[src/rtl/wdt_pkg.sv]
package wdt_pkg;

   // register word addresses; software depends on these values
   typedef enum logic [1:0] {
      REG_CTRL   = 2'd0,
      REG_RELOAD = 2'd1,
      REG_COUNT  = 2'd2,
      REG_NONE   = 2'd3
   } wdt_reg_e;

   // fixed low control bit positions; the divider select and the run bit follow
   localparam int CTRL_RST_EN_BIT = 0;
   localparam int CTRL_IRQ_EN_BIT = 2;
   localparam int CTRL_SEL_LSB    = 3;

endpackage

[src/rtl/wdt_regs.sv]
module wdt_regs
   import wdt_pkg::*;
#(
   parameter int CNT_W   = 16,
   parameter int PRE_W   = 8,
   parameter int SEL_W   = 2,
   parameter int PRE_RST = 128,
   parameter int SEL_RST = 3,
   parameter int CNT_RST = 32768
) (
   input  logic             clk,
   input  logic             rst_n,
   input  logic             bus_sel,
   input  logic             bus_wr,
   input  logic [1:0]       bus_addr,
   input  logic [CNT_W-1:0] bus_wdata,
   output logic [CNT_W-1:0] bus_rdata,
   input  logic [CNT_W-1:0] cnt_val,
   output logic             run_en,
   output logic             irq_en,
   output logic             rst_en,
   output logic [SEL_W-1:0] div_sel,
   output logic [PRE_W-1:0] prescale,
   output logic [CNT_W-1:0] reload,
   output logic             ctrl_wr,
   output logic             cnt_wr
);

   localparam int PRE_LSB = CNT_W - PRE_W;
   localparam int RUN_BIT = CTRL_SEL_LSB + SEL_W;

   generate
      if (RUN_BIT >= PRE_LSB) begin : g_bad_layout
         $error("wdt_regs: prescale field overlaps the low control bits");
      end
   endgenerate

   wdt_reg_e     reg_sel;
   logic         wr_hit;
   logic [CNT_W-1:0] ctrl_rd;

   assign reg_sel = wdt_reg_e'(bus_addr);
   assign wr_hit  = bus_sel & bus_wr;
   assign ctrl_wr = wr_hit & (reg_sel == REG_CTRL);
   assign cnt_wr  = wr_hit & (reg_sel == REG_COUNT);

   always_ff @(posedge clk or negedge rst_n) begin
      if (!rst_n) begin
         prescale <= PRE_W'(PRE_RST);
         div_sel  <= SEL_W'(SEL_RST);
         run_en   <= 1'b1;
         irq_en   <= 1'b0;
         rst_en   <= 1'b1;
      end else if (ctrl_wr) begin
         prescale <= bus_wdata[PRE_LSB +: PRE_W];
         div_sel  <= bus_wdata[CTRL_SEL_LSB +: SEL_W];
         run_en   <= bus_wdata[RUN_BIT];
         irq_en   <= bus_wdata[CTRL_IRQ_EN_BIT];
         rst_en   <= bus_wdata[CTRL_RST_EN_BIT];
      end
   end

   always_ff @(posedge clk or negedge rst_n) begin
      if (!rst_n) begin
         reload <= CNT_W'(CNT_RST);
      end else if (wr_hit && reg_sel == REG_RELOAD) begin
         reload <= bus_wdata;
      end
   end

   always_comb begin
      ctrl_rd = '0;
      ctrl_rd[PRE_LSB +: PRE_W]      = prescale;
      ctrl_rd[RUN_BIT]               = run_en;
      ctrl_rd[CTRL_SEL_LSB +: SEL_W] = div_sel;
      ctrl_rd[CTRL_IRQ_EN_BIT]       = irq_en;
      ctrl_rd[CTRL_RST_EN_BIT]       = rst_en;
   end

   always_comb begin
      case (reg_sel)
         REG_CTRL:   bus_rdata = ctrl_rd;
         REG_RELOAD: bus_rdata = reload;
         REG_COUNT:  bus_rdata = cnt_val;
         default:    bus_rdata = '0;
      endcase
   end

   // a control write lands in the readable fields on the next cycle
   assert_ctrl_store_R2: assert property (@(posedge clk) disable iff (!rst_n)
      ctrl_wr |=> (prescale == $past(bus_wdata[PRE_LSB +: PRE_W])) &&
                  (run_en == $past(bus_wdata[RUN_BIT])));

endmodule

[src/rtl/wdt_prescaler.sv]
module wdt_prescaler #(
   parameter int PRE_W        = 8,
   parameter int DIV_BASE_LOG = 4,
   parameter int DIV_STEPS    = 4,
   parameter int SEL_W        = 2
) (
   input  logic             clk,
   input  logic             rst_n,
   input  logic             run_en,
   input  logic             restart,
   input  logic [PRE_W-1:0] prescale,
   input  logic [SEL_W-1:0] div_sel,
   output logic             tick
);

   localparam int DIV_W = DIV_BASE_LOG + DIV_STEPS - 1;

   generate
      if (DIV_BASE_LOG < 1) begin : g_bad_base
         $error("wdt_prescaler: DIV_BASE_LOG must be at least 1");
      end
      if ((1 << SEL_W) < DIV_STEPS) begin : g_bad_sel
         $error("wdt_prescaler: SEL_W too narrow for DIV_STEPS");
      end
   endgenerate

   logic [PRE_W-1:0]     pre_cnt;
   logic                 pre_hit;
   logic [DIV_W-1:0]     div_cnt;
   logic [DIV_STEPS-1:0] wrap;
   logic                 wrap_sel;

   assign pre_hit = run_en & (pre_cnt == prescale);

   always_ff @(posedge clk or negedge rst_n) begin
      if (!rst_n) begin
         pre_cnt <= '0;
      end else if (!run_en || restart || pre_hit) begin
         pre_cnt <= '0;
      end else begin
         pre_cnt <= pre_cnt + 1'b1;
      end
   end

   always_ff @(posedge clk or negedge rst_n) begin
      if (!rst_n) begin
         div_cnt <= '0;
      end else if (!run_en || restart) begin
         div_cnt <= '0;
      end else if (pre_hit) begin
         div_cnt <= div_cnt + 1'b1;
      end
   end

   // one terminal-count detector per divider setting
   generate
      for (genvar g = 0; g < DIV_STEPS; g++) begin : g_wrap
         assign wrap[g] = &div_cnt[DIV_BASE_LOG+g-1:0];
      end
   endgenerate

   always_comb begin
      wrap_sel = 1'b0;
      for (int i = 0; i < DIV_STEPS; i++) begin
         if (div_sel == SEL_W'(i)) wrap_sel = wrap[i];
      end
   end

   assign tick = pre_hit & wrap_sel & ~restart;

   // the prescale phase never runs past the programmed limit
   assert_pre_bound_R3: assert property (@(posedge clk) disable iff (!rst_n)
      pre_cnt <= prescale);

   // a restart zeroes the phase of both stages
   assert_restart_phase_R3: assert property (@(posedge clk) disable iff (!rst_n)
      restart |=> (pre_cnt == '0) && (div_cnt == '0));

endmodule

[src/rtl/wdt_counter.sv]
module wdt_counter #(
   parameter int CNT_W   = 16,
   parameter int CNT_RST = 32768
) (
   input  logic             clk,
   input  logic             rst_n,
   input  logic             tick,
   input  logic             load,
   input  logic [CNT_W-1:0] load_val,
   input  logic [CNT_W-1:0] reload,
   output logic [CNT_W-1:0] cnt,
   output logic             expire
);

   logic at_zero;

   assign at_zero = (cnt == '0);
   assign expire  = tick & at_zero & ~load;

   always_ff @(posedge clk or negedge rst_n) begin
      if (!rst_n) begin
         cnt <= CNT_W'(CNT_RST);
      end else if (load) begin
         cnt <= load_val;
      end else if (expire) begin
         cnt <= reload;
      end else if (tick) begin
         cnt <= cnt - 1'b1;
      end
   end

   // keepalive write value is visible on the next cycle
   assert_keepalive_load_R8: assert property (@(posedge clk) disable iff (!rst_n)
      load |=> cnt == $past(load_val));

   // a tick on a non-zero count steps down by one
   assert_step_down_R3: assert property (@(posedge clk) disable iff (!rst_n)
      (tick && !load && !at_zero) |=> cnt == $past(cnt) - 1'b1);

   // expiry reloads from the reload register
   assert_expire_reload_R4: assert property (@(posedge clk) disable iff (!rst_n)
      expire |=> cnt == $past(reload));

endmodule

[src/rtl/wdt_alarm.sv]
module wdt_alarm #(
   parameter int RST_PULSE = 128
) (
   input  logic clk,
   input  logic rst_n,
   input  logic expire,
   input  logic irq_en,
   input  logic rst_en,
   input  logic clear,
   output logic irq_o,
   output logic rst_o
);

   localparam int PW = $clog2(RST_PULSE + 1);

   generate
      if (RST_PULSE < 1) begin : g_bad_pulse
         $error("wdt_alarm: RST_PULSE must be at least 1");
      end
   endgenerate

   logic [PW-1:0] pulse_cnt;

   always_ff @(posedge clk or negedge rst_n) begin
      if (!rst_n) begin
         irq_o <= 1'b0;
      end else if (clear) begin
         irq_o <= 1'b0;
      end else if (expire && irq_en) begin
         irq_o <= 1'b1;
      end
   end

   always_ff @(posedge clk or negedge rst_n) begin
      if (!rst_n) begin
         pulse_cnt <= '0;
      end else if (expire && rst_en) begin
         pulse_cnt <= PW'(RST_PULSE);
      end else if (pulse_cnt != '0) begin
         pulse_cnt <= pulse_cnt - 1'b1;
      end
   end

   assign rst_o = (pulse_cnt != '0);

   // enabled expiry raises the interrupt
   assert_irq_set_R5: assert property (@(posedge clk) disable iff (!rst_n)
      (expire && irq_en && !clear) |=> irq_o);

   // the interrupt level holds until keepalive
   assert_irq_hold_R5: assert property (@(posedge clk) disable iff (!rst_n)
      (irq_o && !clear) |=> irq_o);

   // no interrupt without an enabled expiry
   assert_irq_cause_R5: assert property (@(posedge clk) disable iff (!rst_n)
      (!irq_o && !(expire && irq_en)) |=> !irq_o);

   // enabled expiry starts the reset pulse
   assert_rst_start_R6: assert property (@(posedge clk) disable iff (!rst_n)
      (expire && rst_en) |=> rst_o);

   // the reset pulse only begins on an enabled expiry
   assert_rst_cause_R6: assert property (@(posedge clk) disable iff (!rst_n)
      (!rst_o && !(expire && rst_en)) |=> !rst_o);

endmodule

[src/rtl/wdog_timer.sv]
module wdog_timer
   import wdt_pkg::*;
#(
   parameter int CNT_W        = 16,
   parameter int PRE_W        = 8,
   parameter int DIV_BASE_LOG = 4,
   parameter int DIV_STEPS    = 4,
   parameter int RST_PULSE    = 128,
   parameter int PRE_RST      = 128,
   parameter int CNT_RST      = 32768
) (
   input  logic             clk,
   input  logic             rst_n,
   input  logic             bus_sel,
   input  logic             bus_wr,
   input  logic [1:0]       bus_addr,
   input  logic [CNT_W-1:0] bus_wdata,
   output logic [CNT_W-1:0] bus_rdata,
   output logic             wdt_irq,
   output logic             wdt_rst
);

   localparam int SEL_W   = (DIV_STEPS > 1) ? $clog2(DIV_STEPS) : 1;
   localparam int SEL_RST = DIV_STEPS - 1;

   generate
      if (DIV_STEPS < 1) begin : g_bad_steps
         $error("wdog_timer: DIV_STEPS must be at least 1");
      end
      if (CNT_RST >= (1 << CNT_W)) begin : g_bad_cnt_rst
         $error("wdog_timer: CNT_RST does not fit the counter");
      end
   endgenerate

   logic             run_en;
   logic             irq_en;
   logic             rst_en;
   logic [SEL_W-1:0] div_sel;
   logic [PRE_W-1:0] prescale;
   logic [CNT_W-1:0] reload;
   logic [CNT_W-1:0] cnt_val;
   logic             ctrl_wr;
   logic             cnt_wr;
   logic             tick;
   logic             expire;

   wdt_regs #(
      .CNT_W   (CNT_W),
      .PRE_W   (PRE_W),
      .SEL_W   (SEL_W),
      .PRE_RST (PRE_RST),
      .SEL_RST (SEL_RST),
      .CNT_RST (CNT_RST)
   ) u_regs (
      .clk       (clk),
      .rst_n     (rst_n),
      .bus_sel   (bus_sel),
      .bus_wr    (bus_wr),
      .bus_addr  (bus_addr),
      .bus_wdata (bus_wdata),
      .bus_rdata (bus_rdata),
      .cnt_val   (cnt_val),
      .run_en    (run_en),
      .irq_en    (irq_en),
      .rst_en    (rst_en),
      .div_sel   (div_sel),
      .prescale  (prescale),
      .reload    (reload),
      .ctrl_wr   (ctrl_wr),
      .cnt_wr    (cnt_wr)
   );

   wdt_prescaler #(
      .PRE_W        (PRE_W),
      .DIV_BASE_LOG (DIV_BASE_LOG),
      .DIV_STEPS    (DIV_STEPS),
      .SEL_W        (SEL_W)
   ) u_prescaler (
      .clk      (clk),
      .rst_n    (rst_n),
      .run_en   (run_en),
      .restart  (ctrl_wr | cnt_wr),
      .prescale (prescale),
      .div_sel  (div_sel),
      .tick     (tick)
   );

   wdt_counter #(
      .CNT_W   (CNT_W),
      .CNT_RST (CNT_RST)
   ) u_counter (
      .clk      (clk),
      .rst_n    (rst_n),
      .tick     (tick),
      .load     (cnt_wr),
      .load_val (bus_wdata),
      .reload   (reload),
      .cnt      (cnt_val),
      .expire   (expire)
   );

   wdt_alarm #(
      .RST_PULSE (RST_PULSE)
   ) u_alarm (
      .clk    (clk),
      .rst_n  (rst_n),
      .expire (expire),
      .irq_en (irq_en),
      .rst_en (rst_en),
      .clear  (cnt_wr),
      .irq_o  (wdt_irq),
      .rst_o  (wdt_rst)
   );

   // a stopped timer keeps its count unless software loads it
   assert_freeze_R7: assert property (@(posedge clk) disable iff (!rst_n)
      (!run_en && !cnt_wr) |=> $stable(cnt_val));

   // a stopped timer never expires
   assert_no_expire_idle_R7: assert property (@(posedge clk) disable iff (!rst_n)
      !run_en |-> !expire);

endmodule

[config.mk]
export PLATFORM = sky130hd
export DESIGN_NAME = wdog_timer
export DESIGN_NICKNAME = d
export VERILOG_FILES = /design/src/rtl/wdt_pkg.sv /design/src/rtl/wdt_regs.sv /design/src/rtl/wdt_prescaler.sv /design/src/rtl/wdt_counter.sv /design/src/rtl/wdt_alarm.sv /design/src/rtl/wdog_timer.sv
export SDC_FILE = /design/constraint.sdc
export NUM_CORES = 1
export LEC_CHECK = 0
export BUFFER_PORTS_ARGS = -buffer_cell sky130_fd_sc_hd__buf_4
export CORE_MARGIN = 10
export CORE_UTILIZATION = 55
export CTS_CLUSTER_DIAMETER = 200
export DETAILED_ROUTE_END_ITERATION = 16
export HOLD_SLACK_MARGIN = 0.08
export PLACE_DENSITY = 0.75
export SLEW_MARGIN = 15
export SYNTH_ARGS = -nofsm -noshare
export SYNTH_HDL_FRONTEND = slang
export SYNTH_SLANG_ARGS = --single-unit
[constraint.sdc]
create_clock -name clk -period 2.8 [get_ports clk]
set_input_delay 0.56 -clock clk [delete_from_list [all_inputs] [get_ports clk]]
set_output_delay 0.56 -clock clk [all_outputs]
set_load 0.05 [all_outputs]
==> results of run 1 <==
[Yosys cell counts (4+ instances only)]
cell / n / area (um^2)
dfrtp_1: 62 / 1550
mux2i_1: 60 / 601
mux2_2: 29 / 327
nand2_1: 29 / 109
xnor2_1: 21 / 184
o21ai_0: 17 / 85.1
nor2_1: 16 / 60.1
a21oi_1: 13 / 65.1
nand3_1: 12 / 60.1
clkbuf_1: 9 / 33.8
nor3_1: 9 / 45.0
inv_1: 8 / 30.0
a31oi_1: 7 / 43.8
dfstp_2: 7 / 184
xor2_1: 7 / 61.3
ha_1: 6 / 75.1
buf_2: 5 / 25.0
or3_1: 5 / 31.3
and3_1: 4 / 25.0
nor2b_1: 4 / 25.0
[layout make-up]
cell class,instances,area share [%]
multi-input cells,276,46.1
repair buffers,51,8.28
well taps,99,2.68
flip-flops and latches,69,37.5
clock inverters,7,2.14
clock buffers,9,2.68
inverters,8,0.649
[layout by cell type, fill, tap and decap left out, drive strengths merged, types with 3 or more instances in the layout]
cell,count
nand3,12
mux2,29
a21oi,13
nor2,17
xor2,7
buf,51
dfstp,7
nor3,11
a31oi,7
a22o,3
nand4,3
inv,9
nand2,29
o21ai,17
ha,6
nor4,4
mux2i,60
dfrtp,62
o31ai,3
nor2b,4
nand4b,3
or3,6
clkinv,3
or4,4
clkbuf,9
xnor2,21
and3,4
[logic make-up after synthesis]
kind of cell	count (synthesis)	synth area share (%)
and+or+nand+nor	105	14.8
DFF	69	43.4
muxes	89	23.2
xor gates and xnor gates	28	6.13
adders and majority gates	6	1.88
AOI/OAI and AO/OA	48	7.25
buffers and inverters	26	3.38
[sequential cells by signal (all words and copies together) (netlist names)]
signal,cells
u_prescaler.pre_cnt,8
u_prescaler.div_cnt,7
u_regs.prescale,8
u_regs.rst_en,1
u_regs.irq_en,1
u_alarm.pulse_cnt,8
u_regs.reload,16
u_regs.div_sel,2
u_regs.run_en,1
u_counter.cnt,16
u_alarm.irq_o,1
[report_power, final]
part / leakage, nW / total [W] / internal, W / switching (W)
Combinational: 1.15 / 0.000803 / 0.000358 / 0.000445
Sequential: 0.843 / 0.00137 / 0.00117 / 0.000207
Clock: 0.110 / 0.000922 / 0.000506 / 0.000416
Total: 2.10 / 0.00310 / 0.00203 / 0.00107
[critical path, cell delays in order, from the launching register on]
cell     delay, ns
dfrtp_1       0.38
inv_1         0.09
ha_1          0.16
or3b_2        0.50
nor3_2        0.20
inv_1         0.06
buf_4         0.18
[layer usage]
| metal | global-route usage [%] | vias up | routed length [um] |
|---|---|---|---|
| met2 | 28.4 | 66 | 4670 |
| li1 | - | 1424 | - |
| met3 | 4.99 | 15 | 472 |
| met1 | 21.8 | 1485 | 4070 |
| met5 | 0 | - | 0 |
| met4 | 4.61 | 0 | 163 |
[final timing paths]
path / start / end / slack [ns] / cells after the start
setup / recovery: u_alarm.pulse_cnt[0] / wdt_rst / 0.31 / 6
hold / removal: rst_n / u_regs.reload[9] / 0.34 / 1
setup reg to reg: u_counter.cnt[6] / u_counter.cnt[8] / 0.47 / 5
hold reg to reg: u_alarm.irq_o / u_alarm.irq_o / 0.53 / 1
max in group asynchronous: rst_n / u_prescaler.div_cnt[1] / 1.92 / 1
min in group clk: bus_wdata[6] / u_regs.reload[6] / 0.46 / 2
[through the flow]
stage	total power [W]	hold slack (ns)
after floorplan	0.00192	0.264
after global placement	0.00217	0.486
after detailed placement	0.00220	0.521
after CTS	0.00312	0.359
after global routing	0.00326	0.385
final	0.00310	0.339
==> summary.txt, run 1 <==
Run status
  – Status: completed

STA
  – Final Max Slew Viols: 0
  – Final worst slack: between 0.3 and 0.4 ns
  – Final Hold Vio Count: 0
  – Fin crit period: about 2.5 ns
  – Fin crit share: between 80 and 90%
  – Final Setup Violations: 0
  – Max-Slew Margin vs Limit: a little over two fifths
  – Fmax achieved: between 400 and 500 MHz
  – Worst Tran Pin Value: between 0.8 and 0.9 ns
  – Setup tns final: 0 ns
  – Clk_skew: around 0.01 ns
  – Unrepaired setup endpoints after global routing: no

Logic synthesis
  – Synthesized area: 4000 um^2
  – Mapped Avg Cell Area: 10.8 um^2
  – Synth Flop Type: dfrtp_1
  – Syn Inst Count: 371
  – Seq/Total Area, Yosys: a little over two fifths
  – Distinct cells, synth: between 40 and 50
  – Post-synth EDFFs: 0
  – Register bit total from synthesis: about 70
  – Post-synth ARST share: 100%
  – Synthesis warning total: 0
  – Net Count, Synth: approximately 400

Critical path
  – Setup crit end kind: output port
  – CP startpoint kind: register
  – Required time worst endpoint: around 2.2 ns
  – Worst-path maximum fanout: 5
  – Critical path class: reg2out
  – CP arrival: slightly below 2 ns

Worst hold path
  – Worst hold path class: in2async

Cells and area
  – Final core occ: between 60% and 70%
  – Design area: between 4000 and 5000 um^2
  – Register area: 1740 um^2
  – Share of layout cells above drive strength 1: 28.1%
  – Non-filler instance count after layout: between 500 and 600
  – Area grow syn2layout: 15.6%
  – Diode count: 0
  – Multi-input gate area: approximately 2100 um^2
  – Total Nets Final: around 440
  – Layout fillers: between 500 and 600

Global route
  – GRT Total Usage: between 10% and 20%
  – Overflow after GRT: 0
  – Largest net degree at the start of global routing: 70
  – First-pass GRT wire length: approximately 16 mm
  – Vias in the first global route: approximately 3,000
  – Antenna violations before repair: 0

Clock tree
  – Post-CTS setup buffer count: 0
  – Longest Clk Path Bufs: 2
  – CTS Root Cell: clkbuf_8
  – Clock-pin slew on the worst setup and hold paths: 0.09 ns
  – Clock latency on the worst-skew pair: around 0.35 ns
  – CTS tree: built
  – Post-CTS Resized: 0
  – CTS buffer count: 9
  – CTS Hold Bufs: 0
  – # clock sinks: between 60 and 70
  – Depth of the CTS H-tree: 3

Drt
  – DRT iter0 DRCs: between 150 and 200
  – Vias: between 2,000 and 3,000
  – First drt pass iteration count: 4
  – Remaining routing DRC violations: 0
  – Drt wl/cell: between 15 and 20 um
  – Antenna Nets Post-Route: 0
  – Post-Route WL: roughly 9.4 mm
  – Vias/cell: between 5 and 6

Flow run
  – Max_cap viols: 0

Placement
  – Routability cong.: about 0.83
  – Hpwl dp: around 6.6 mm
  – Post-Place Worst Slack: roughly 0.48 ns
  – DP Cell Count: slightly above 500
  – IO buf count: 39
  – Post-place instance area: 4400 um^2

Floorplan
  – Die Width: about 110 um
  – Die ar.: between 10,000 and 15,000 um^2
  – Number of top-level pins: 40
  – CORE AREA: around 7000 um^2
  – Die height: 105 um
  – Starting Density: 55.8%
  – Cell row count: 31

Power
  – Leakage: between 2 and 2.5 nW
  – VDD IR-drop max: around 0.00043 V
  – Pwr dens: 670 nW/um^2
Power figures use the tool's default switching activity.
==> run 2: changes to the inputs <==
--- a/config.mk
+++ b/config.mk
@@ -10,6 +10,7 @@
 export CORE_UTILIZATION = 55
 export CTS_CLUSTER_DIAMETER = 200
 export DETAILED_ROUTE_END_ITERATION = 16
+export GPL_TIMING_DRIVEN = 0
 export HOLD_SLACK_MARGIN = 0.08
 export PLACE_DENSITY = 0.75
 export SLEW_MARGIN = 15
==> summary.txt, run 2 (same netlist as run 1, synthesis figures left out) <==
Run status
  – Status: completed

Floorplan
  – Die ar.: about 11,000 um^2
  – Die height: 105 um
  – Number of top-level pins: 40
  – CORE AREA: a little over 7000 um^2
  – Starting Density: 55.8%
  – Die Width: ~110 um
  – Cell row count: 31

Placement
  – Post-place instance area: roughly 4400 um^2
  – Hpwl dp: about 6.6 mm
  – IO buf count: 38
  – Post-Place Worst Slack: between 0.06 and 0.07 ns
  – Routability cong.: between 0.8 and 0.9

Critical path
  – Worst-path maximum fanout: 8
  – CP max stage delay: between 0.4 and 0.5 ns
  – Reg2reg end: u_counter.cnt[10]
  – Reg-to-reg startpoint: u_prescaler.div_cnt[0]
  – Required time worst endpoint: 2.24 ns
  – FF-to-FF setup slack: approximately 0.4 ns
  – CP delay by family, top: simple AND/OR/NAND/NOR gates
  – CP Launch Point: u_alarm.pulse_cnt[0]
  – R2R depth: 9
  – Buf/Inv on CP: 4
  – Critical Path End: wdt_rst
  – CP arrival: around 2.2 ns
  – CP startpoint kind: register
  – Slowest library cell on the worst path: or3b_2
  – Worst path cell trace: inv_1 > ha_1 > or3b_2 > clkbuf_1 > nor3_4 > inv_1 > buf_4
  – Critical path class: reg2out
  – Critical path depth: 7
  – Critical path's most frequent cell: inv_1
  – Setup crit end kind: output port

Drt
  – Remaining routing DRC violations: 0
  – First drt pass iteration count: 4
  – Post-Route WL: 9.19 mm
  – Vias/cell: 5.69
  – Drt wl/cell: about 18 um
  – DRT iter0 DRCs: around 120
  – Vias: 2,980
  – Antenna Nets Post-Route: 0

STA
  – Setup tns final: 0 ns
  – Fmax achieved: roughly 370 MHz
  – Fin crit period: 2.72 ns
  – Worst Tran Pin Value: 0.883 ns
  – Clk_skew: 0.0111 ns
  – Final Max Slew Viols: 0
  – Max-Slew Margin vs Limit: a little over 40%
  – Final worst slack: 0.0841 ns
  – Final Hold Vio Count: 0
  – Fin crit share: between 90% and 100%
  – Final Setup Violations: 0
  – Unrepaired setup endpoints after global routing: yes

Cells and area
  – Most common cell after layout, fill and taps aside: dfrtp_1
  – Regs by FF count: u_counter.cnt x16, u_regs.reload x16
  – Diode count: 0
  – Design area: around 4700 um^2
  – Area grow syn2layout: 16.9%
  – Final core occ: roughly two thirds
  – Share of layout cells above drive strength 1: 26.8%
  – Most frequent cells in the layout: 62 x dfrtp_1, 60 x mux2i_1, 38 x buf_4
  – Total Nets Final: 448

Power
  – Power Total: about 0.0032 W
  – P_int: ~0.0022 W
  – Pwr dens: slightly below 700 nW/um^2
  – Leakage: approximately 2.1 nW
  – Clk pwr share: approximately a third
  – Switching share of power: roughly a third
  – NetSw: 0.00104 W
  – Comb pwr share: 25.2%
  – VDD IR-drop max: around 0.00036 V
  – Seq pwr share: 42.5%

Global route
  – First-pass GRT wire length: 15.7 mm
  – Vias in the first global route: approximately 3,100
  – Overflow after GRT: 0
  – Largest net degree at the start of global routing: 70
  – GRT Total Usage: between 10% and 20%
  – Antenna violations before repair: 0

Clock tree
  – CTS Root Cell: clkbuf_8
  – # clock sinks: 69
  – Depth of the CTS H-tree: 3
  – Clock-pin slew on the worst setup and hold paths: 0.08 ns
  – CTS tree: built
  – Post-CTS setup buffer count: 0
  – CTS Hold Bufs: 0
  – CTS buffer count: 9
  – Clock latency on the worst-skew pair: ~0.34 ns
  – Longest Clk Path Bufs: 2

Worst hold path
  – Worst hold path class: in2async

Flow run
  – Max_cap viols: 0
[run 2: worst min-delay path by stage]
stage	from	depth (start not counted)	to
6_report	rst_n	1	u_regs.reload[6]
5_1_grt	rst_n	1	u_regs.reload[6]
4_1_cts	rst_n	1	u_regs.reload[6]
3_5_place_dp	u_alarm.irq_o	1	u_alarm.irq_o
3_3_place_gp	u_alarm.irq_o	1	u_alarm.irq_o
2_1_floorplan	rst_n	0	u_alarm.irq_o
[run 2: what timing repair did]
action / 4_1_cts / 5_1_grt
pin swaps: 0 / 1
gates cloned: 0 / 0
resized for setup: 1 / 2
setup endpoints to repair: 1 / 11
[run 2: per-layer routing]
layer | vias to the layer above | GRT usage (%) | wire length [um]
met5 | - | 0 | 0
met4 | 0 | 6.08 | 68
met3 | 7 | 4.26 | 381
met2 | 52 | 28.9 | 4620
met1 | 1479 | 21.1 | 4120
li1 | 1442 | - | -
[run 2: final cells by class]
type / count / area [um^2]
inverter: 8 / 30.0
clock inverter: 5 / 106
timing repair buffer: 38 / 285
multi-input combinational: 276 / 2140
sequential: 69 / 1740
tap: 99 / 124
fill: 577 / 2500
clock buffer: 11 / 151
buffer: 18 / 106
[run 2: worst reg2reg max path: cells and delay by family (launching register included)]
kind	cells	cell delay (ns)
AOI/OAI and AO/OA	2	0.26
adders and majority gates	2	0.40
buffers and inverters	1	0.40
DFF	1	0.40
muxes	1	0.25
and+or+nand+nor	3	0.61
[run 2: per-stage QoR]
step / cells / hold WS [ns]
after floorplan: 371 / 0.264
after global placement: 508 / 0.479
after detailed placement: 508 / 0.492
after CTS: 524 / 0.366
after global routing: 524 / 0.413
final: 524 / 0.332
[run 2: power by group through the flow]
stage	sequential, W	combinational [W]	clock [W]
finish	0.00136	0.000806	0.00103
global route	0.00138	0.000884	0.00110
CTS	0.00135	0.000816	0.00105
detailed placement	0.00137	0.000810	0
global placement	0.00137	0.000792	0
floorplan	0.00131	0.000607	0
==> run 3: changes to the inputs <==
--- a/config.mk
+++ b/config.mk
@@ -5,6 +5,7 @@
 export SDC_FILE = /design/constraint.sdc
 export NUM_CORES = 1
 export LEC_CHECK = 0
+export ABC_AREA = 1
 export BUFFER_PORTS_ARGS = -buffer_cell sky130_fd_sc_hd__buf_4
 export CORE_MARGIN = 10
 export CORE_UTILIZATION = 55
==> summary.txt, run 3 <==
Run status
  – Status: completed

Critical path
  – Slowest library cell on the worst path: o221ai_1
  – Buf/Inv on CP: 4
  – Worst-path maximum fanout: 10
  – Worst path cell trace: buf_4 > nor2_2 > inv_1 > clkbuf_1 > o221ai_1 > buf_4
  – FF-to-FF setup slack: between 0.7 and 0.8 ns
  – CP max stage delay: roughly 0.36 ns
  – Critical path's most frequent cell: buf_4
  – CP startpoint kind: input port
  – Setup crit end kind: output port
  – Required time worst endpoint: around 2.2 ns
  – Critical path class: in2out
  – CP delay by family, top: buffers and inverters
  – CP arrival: ~2.1 ns

Drt
  – First drt pass iteration count: 5
  – Drt wl/cell: 15.3 um
  – DRT iter0 DRCs: 291
  – Post-Route WL: 11.1 mm
  – Vias: 3,912
  – Antenna Nets Post-Route: 0
  – Vias/cell: 5.40
  – Remaining routing DRC violations: 0

Placement
  – Post-place instance area: about 4500 um^2
  – IO buf count: 39
  – Hpwl dp: ~8.2 mm
  – DP Cell Count: 709
  – Routability cong.: a little over 0.9

Logic synthesis
  – Synthesized area: around 4000 um^2
  – Synth Flop Type: dfrtp_1
  – Seq/Total Area, Yosys: around 42%
  – Distinct cells, synth: 35
  – Net Count, Synth: ~600
  – Mapped Avg Cell Area: between 7 and 8 um^2
  – Top cell type's share of synthesized area: about 38%
  – Register bit total from synthesis: between 60 and 70
  – Leading cell types by count after synthesis: 176 x nand2_1, 82 x inv_1, 62 x dfrtp_1, 47 x nor2_1, 45 x nand3_1
  – Largest cells by area after synthesis: dfrtp_1 38%, nand2_1 16%, inv_1 7.5%
  – Post-synth ARST share: 100%
  – Most common cell in the netlist: nand2_1
  – Synthesis warning total: 0
  – Post-synth EDFFs: 0
  – Largest area contributor in the netlist: dfrtp_1
  – Syn Inst Count: 571

Flow run
  – Max_cap viols: 0

Clock tree
  – Depth of the CTS H-tree: 3
  – CTS Root Cell: clkbuf_8
  – CTS Hold Bufs: 0
  – Post-CTS Resized: 0
  – Longest Clk Path Bufs: 2
  – Clock-pin slew on the worst setup and hold paths: roughly 0.080 ns
  – CTS tree: built
  – Clock latency on the worst-skew pair: approximately 0.35 ns
  – # clock sinks: about 70
  – Post-CTS setup buffer count: 0
  – CTS buffer count: 9

Power
  – Pwr dens: slightly below 700 nW/um^2
  – Clk pwr share: 28.8%
  – NetSw: between 0.001 and 0.0015 W
  – Seq pwr share: roughly two fifths
  – Power Total: ~0.0033 W
  – VDD IR-drop max: about 0.00040 V
  – Leakage: around 2.5 nW
  – P_int: ~0.0021 W
  – Switching share of power: between 30% and 40%
  – Comb pwr share: between 20 and 30%

Global route
  – First-pass GRT wire length: 18.8 mm
  – GRT Total Usage: 20.4%
  – Overflow after GRT: 0
  – Largest net degree at the start of global routing: 70
  – Antenna violations before repair: 0
  – Vias in the first global route: between 3,000 and 4,000

Cells and area
  – Most frequent cells in the layout: 176 x nand2_1, 82 x inv_1, 62 x dfrtp_1
  – Diode count: 0
  – Design area: 4770 um^2
  – Total Nets Final: about 650
  – Regs by FF count: u_counter.cnt x16, u_regs.reload x16
  – Most common cell after layout, fill and taps aside: nand2_1
  – Non-filler instance count after layout: ~730
  – Area grow syn2layout: 15.8%
  – Final core occ: between 60% and 70%
  – Share of layout cells above drive strength 1: approximately 15%

Floorplan
  – Starting Density: roughly 57%
  – Cell row count: 31
  – Die Width: roughly 110 um
  – Number of top-level pins: 40
  – CORE AREA: about 7300 um^2
  – Die ar.: roughly 11,000 um^2
  – Die height: about 110 um

STA
  – Worst Tran Pin Value: ~0.9 ns
  – Final Setup Violations: 0
  – Fmax achieved: 383 MHz
  – Max-Slew Margin vs Limit: between 40% and 50%
  – Clk_skew: a little under 0.008 ns
  – Fin crit period: 2.61 ns
  – Final Max Slew Viols: 0
  – Final Hold Vio Count: 0
  – Unrepaired setup endpoints after global routing: no
  – Fin crit share: just over 90%
  – Setup tns final: 0 ns

Worst hold path
  – Worst hold path class: in2async
## run 3: cell types whose count changed in the layout (fill, tap and decap cells not counted), sizes merged, moves of 7 or more
| cell | delta |
|---|---|
| nand3 | +42 |
| nor2 | +36 |
| a31oi | -7 |
| inv | +80 |
| xnor2 | -17 |
| mux2 | -29 |
| mux2i | -60 |
| o21ai | +23 |
| o221ai | +8 |
| nand2 | +149 |
## run 3: cell families (layout without fill, tap and decap cells)
logic type                 Yosys count  in the layout  share of synthesized area [%]
buffers and inverters              108            163                           10.5
DFF                                 69             69                           42.1
adders and majority gates            6              6                           1.82
and+or+nand+nor                    302            302                           32.2
xor gates and xnor gates            15             15                           3.19
AOI/OAI and AO/OA                   71             71                           10.2
## run 3: per-layer routing
metal  global-route usage [%]  vias to the layer above  share of wire [%]
met1                     27.4                     1850                 45
met3                     3.44                       28                6.7
met4                     10.7                        0                3.4
met2                     30.8                      137                 44
li1                         -                     1897                  -
met5                        0                        -                  0
## run 3: final timing paths
check | cells past startpoint | end | start
setup / recovery | 6 | bus_rdata[11] | bus_addr[0]
hold reg to reg | 2 | u_regs.reload[0] | u_regs.reload[0]
min in group clk | 3 | u_counter.cnt[6] | bus_wdata[6]
max in group asynchronous | 1 | u_regs.reload[3] | rst_n
setup reg to reg | 13 | u_counter.cnt[14] | u_prescaler.div_cnt[1]
hold / removal | 1 | u_regs.reload[14] | rst_n
## run 3: power groups by stage
stage | combinational [W] | sequential, W | clock [W]
global placement | 0.000944 | 0.00137 | 0
floorplan | 0.000729 | 0.00133 | 0
detailed placement | 0.000975 | 0.00138 | 0
CTS | 0.000982 | 0.00136 | 0.000964
global route | 0.00111 | 0.00139 | 0.000995
finish | 0.000984 | 0.00136 | 0.000950
## run 3: metrics by stage
stage,setup WS [ns],hold slack (ns)
4_1_cts,0.235,0.357
2_1_floorplan,0.228,0.264
3_5_place_dp,0.206,0.475
3_3_place_gp,0.228,0.463
5_1_grt,0.127,0.397
6_report,0.191,0.292
## run 3: final cells by class
| class | count | area [um^2] |
|---|---|---|
| sequential | 69 | 1740 |
| buffer | 16 | 87.6 |
| inverter | 92 | 345 |
| tap | 99 | 124 |
| clock inverter | 5 | 81.3 |
| fill | 662 | 2480 |
| clock buffer | 11 | 151 |
| timing repair buffer | 39 | 293 |
| multi-input combinational | 394 | 1950 |
## run 3: worst register-to-register path, stage by stage (launching register included)
cell and delay [ns]:
dfrtp_1 0.39, ha_1 0.19, nand3_1 0.13, inv_1 0.09, ha_1 0.15, nor2_1 0.05, nor2_1 0.08, nand2_1 0.07
a21oi_2 0.21, nand2_2 0.10, buf_6 0.15, buf_6 0.16, nand3_1 0.08, nand3_1 0.08
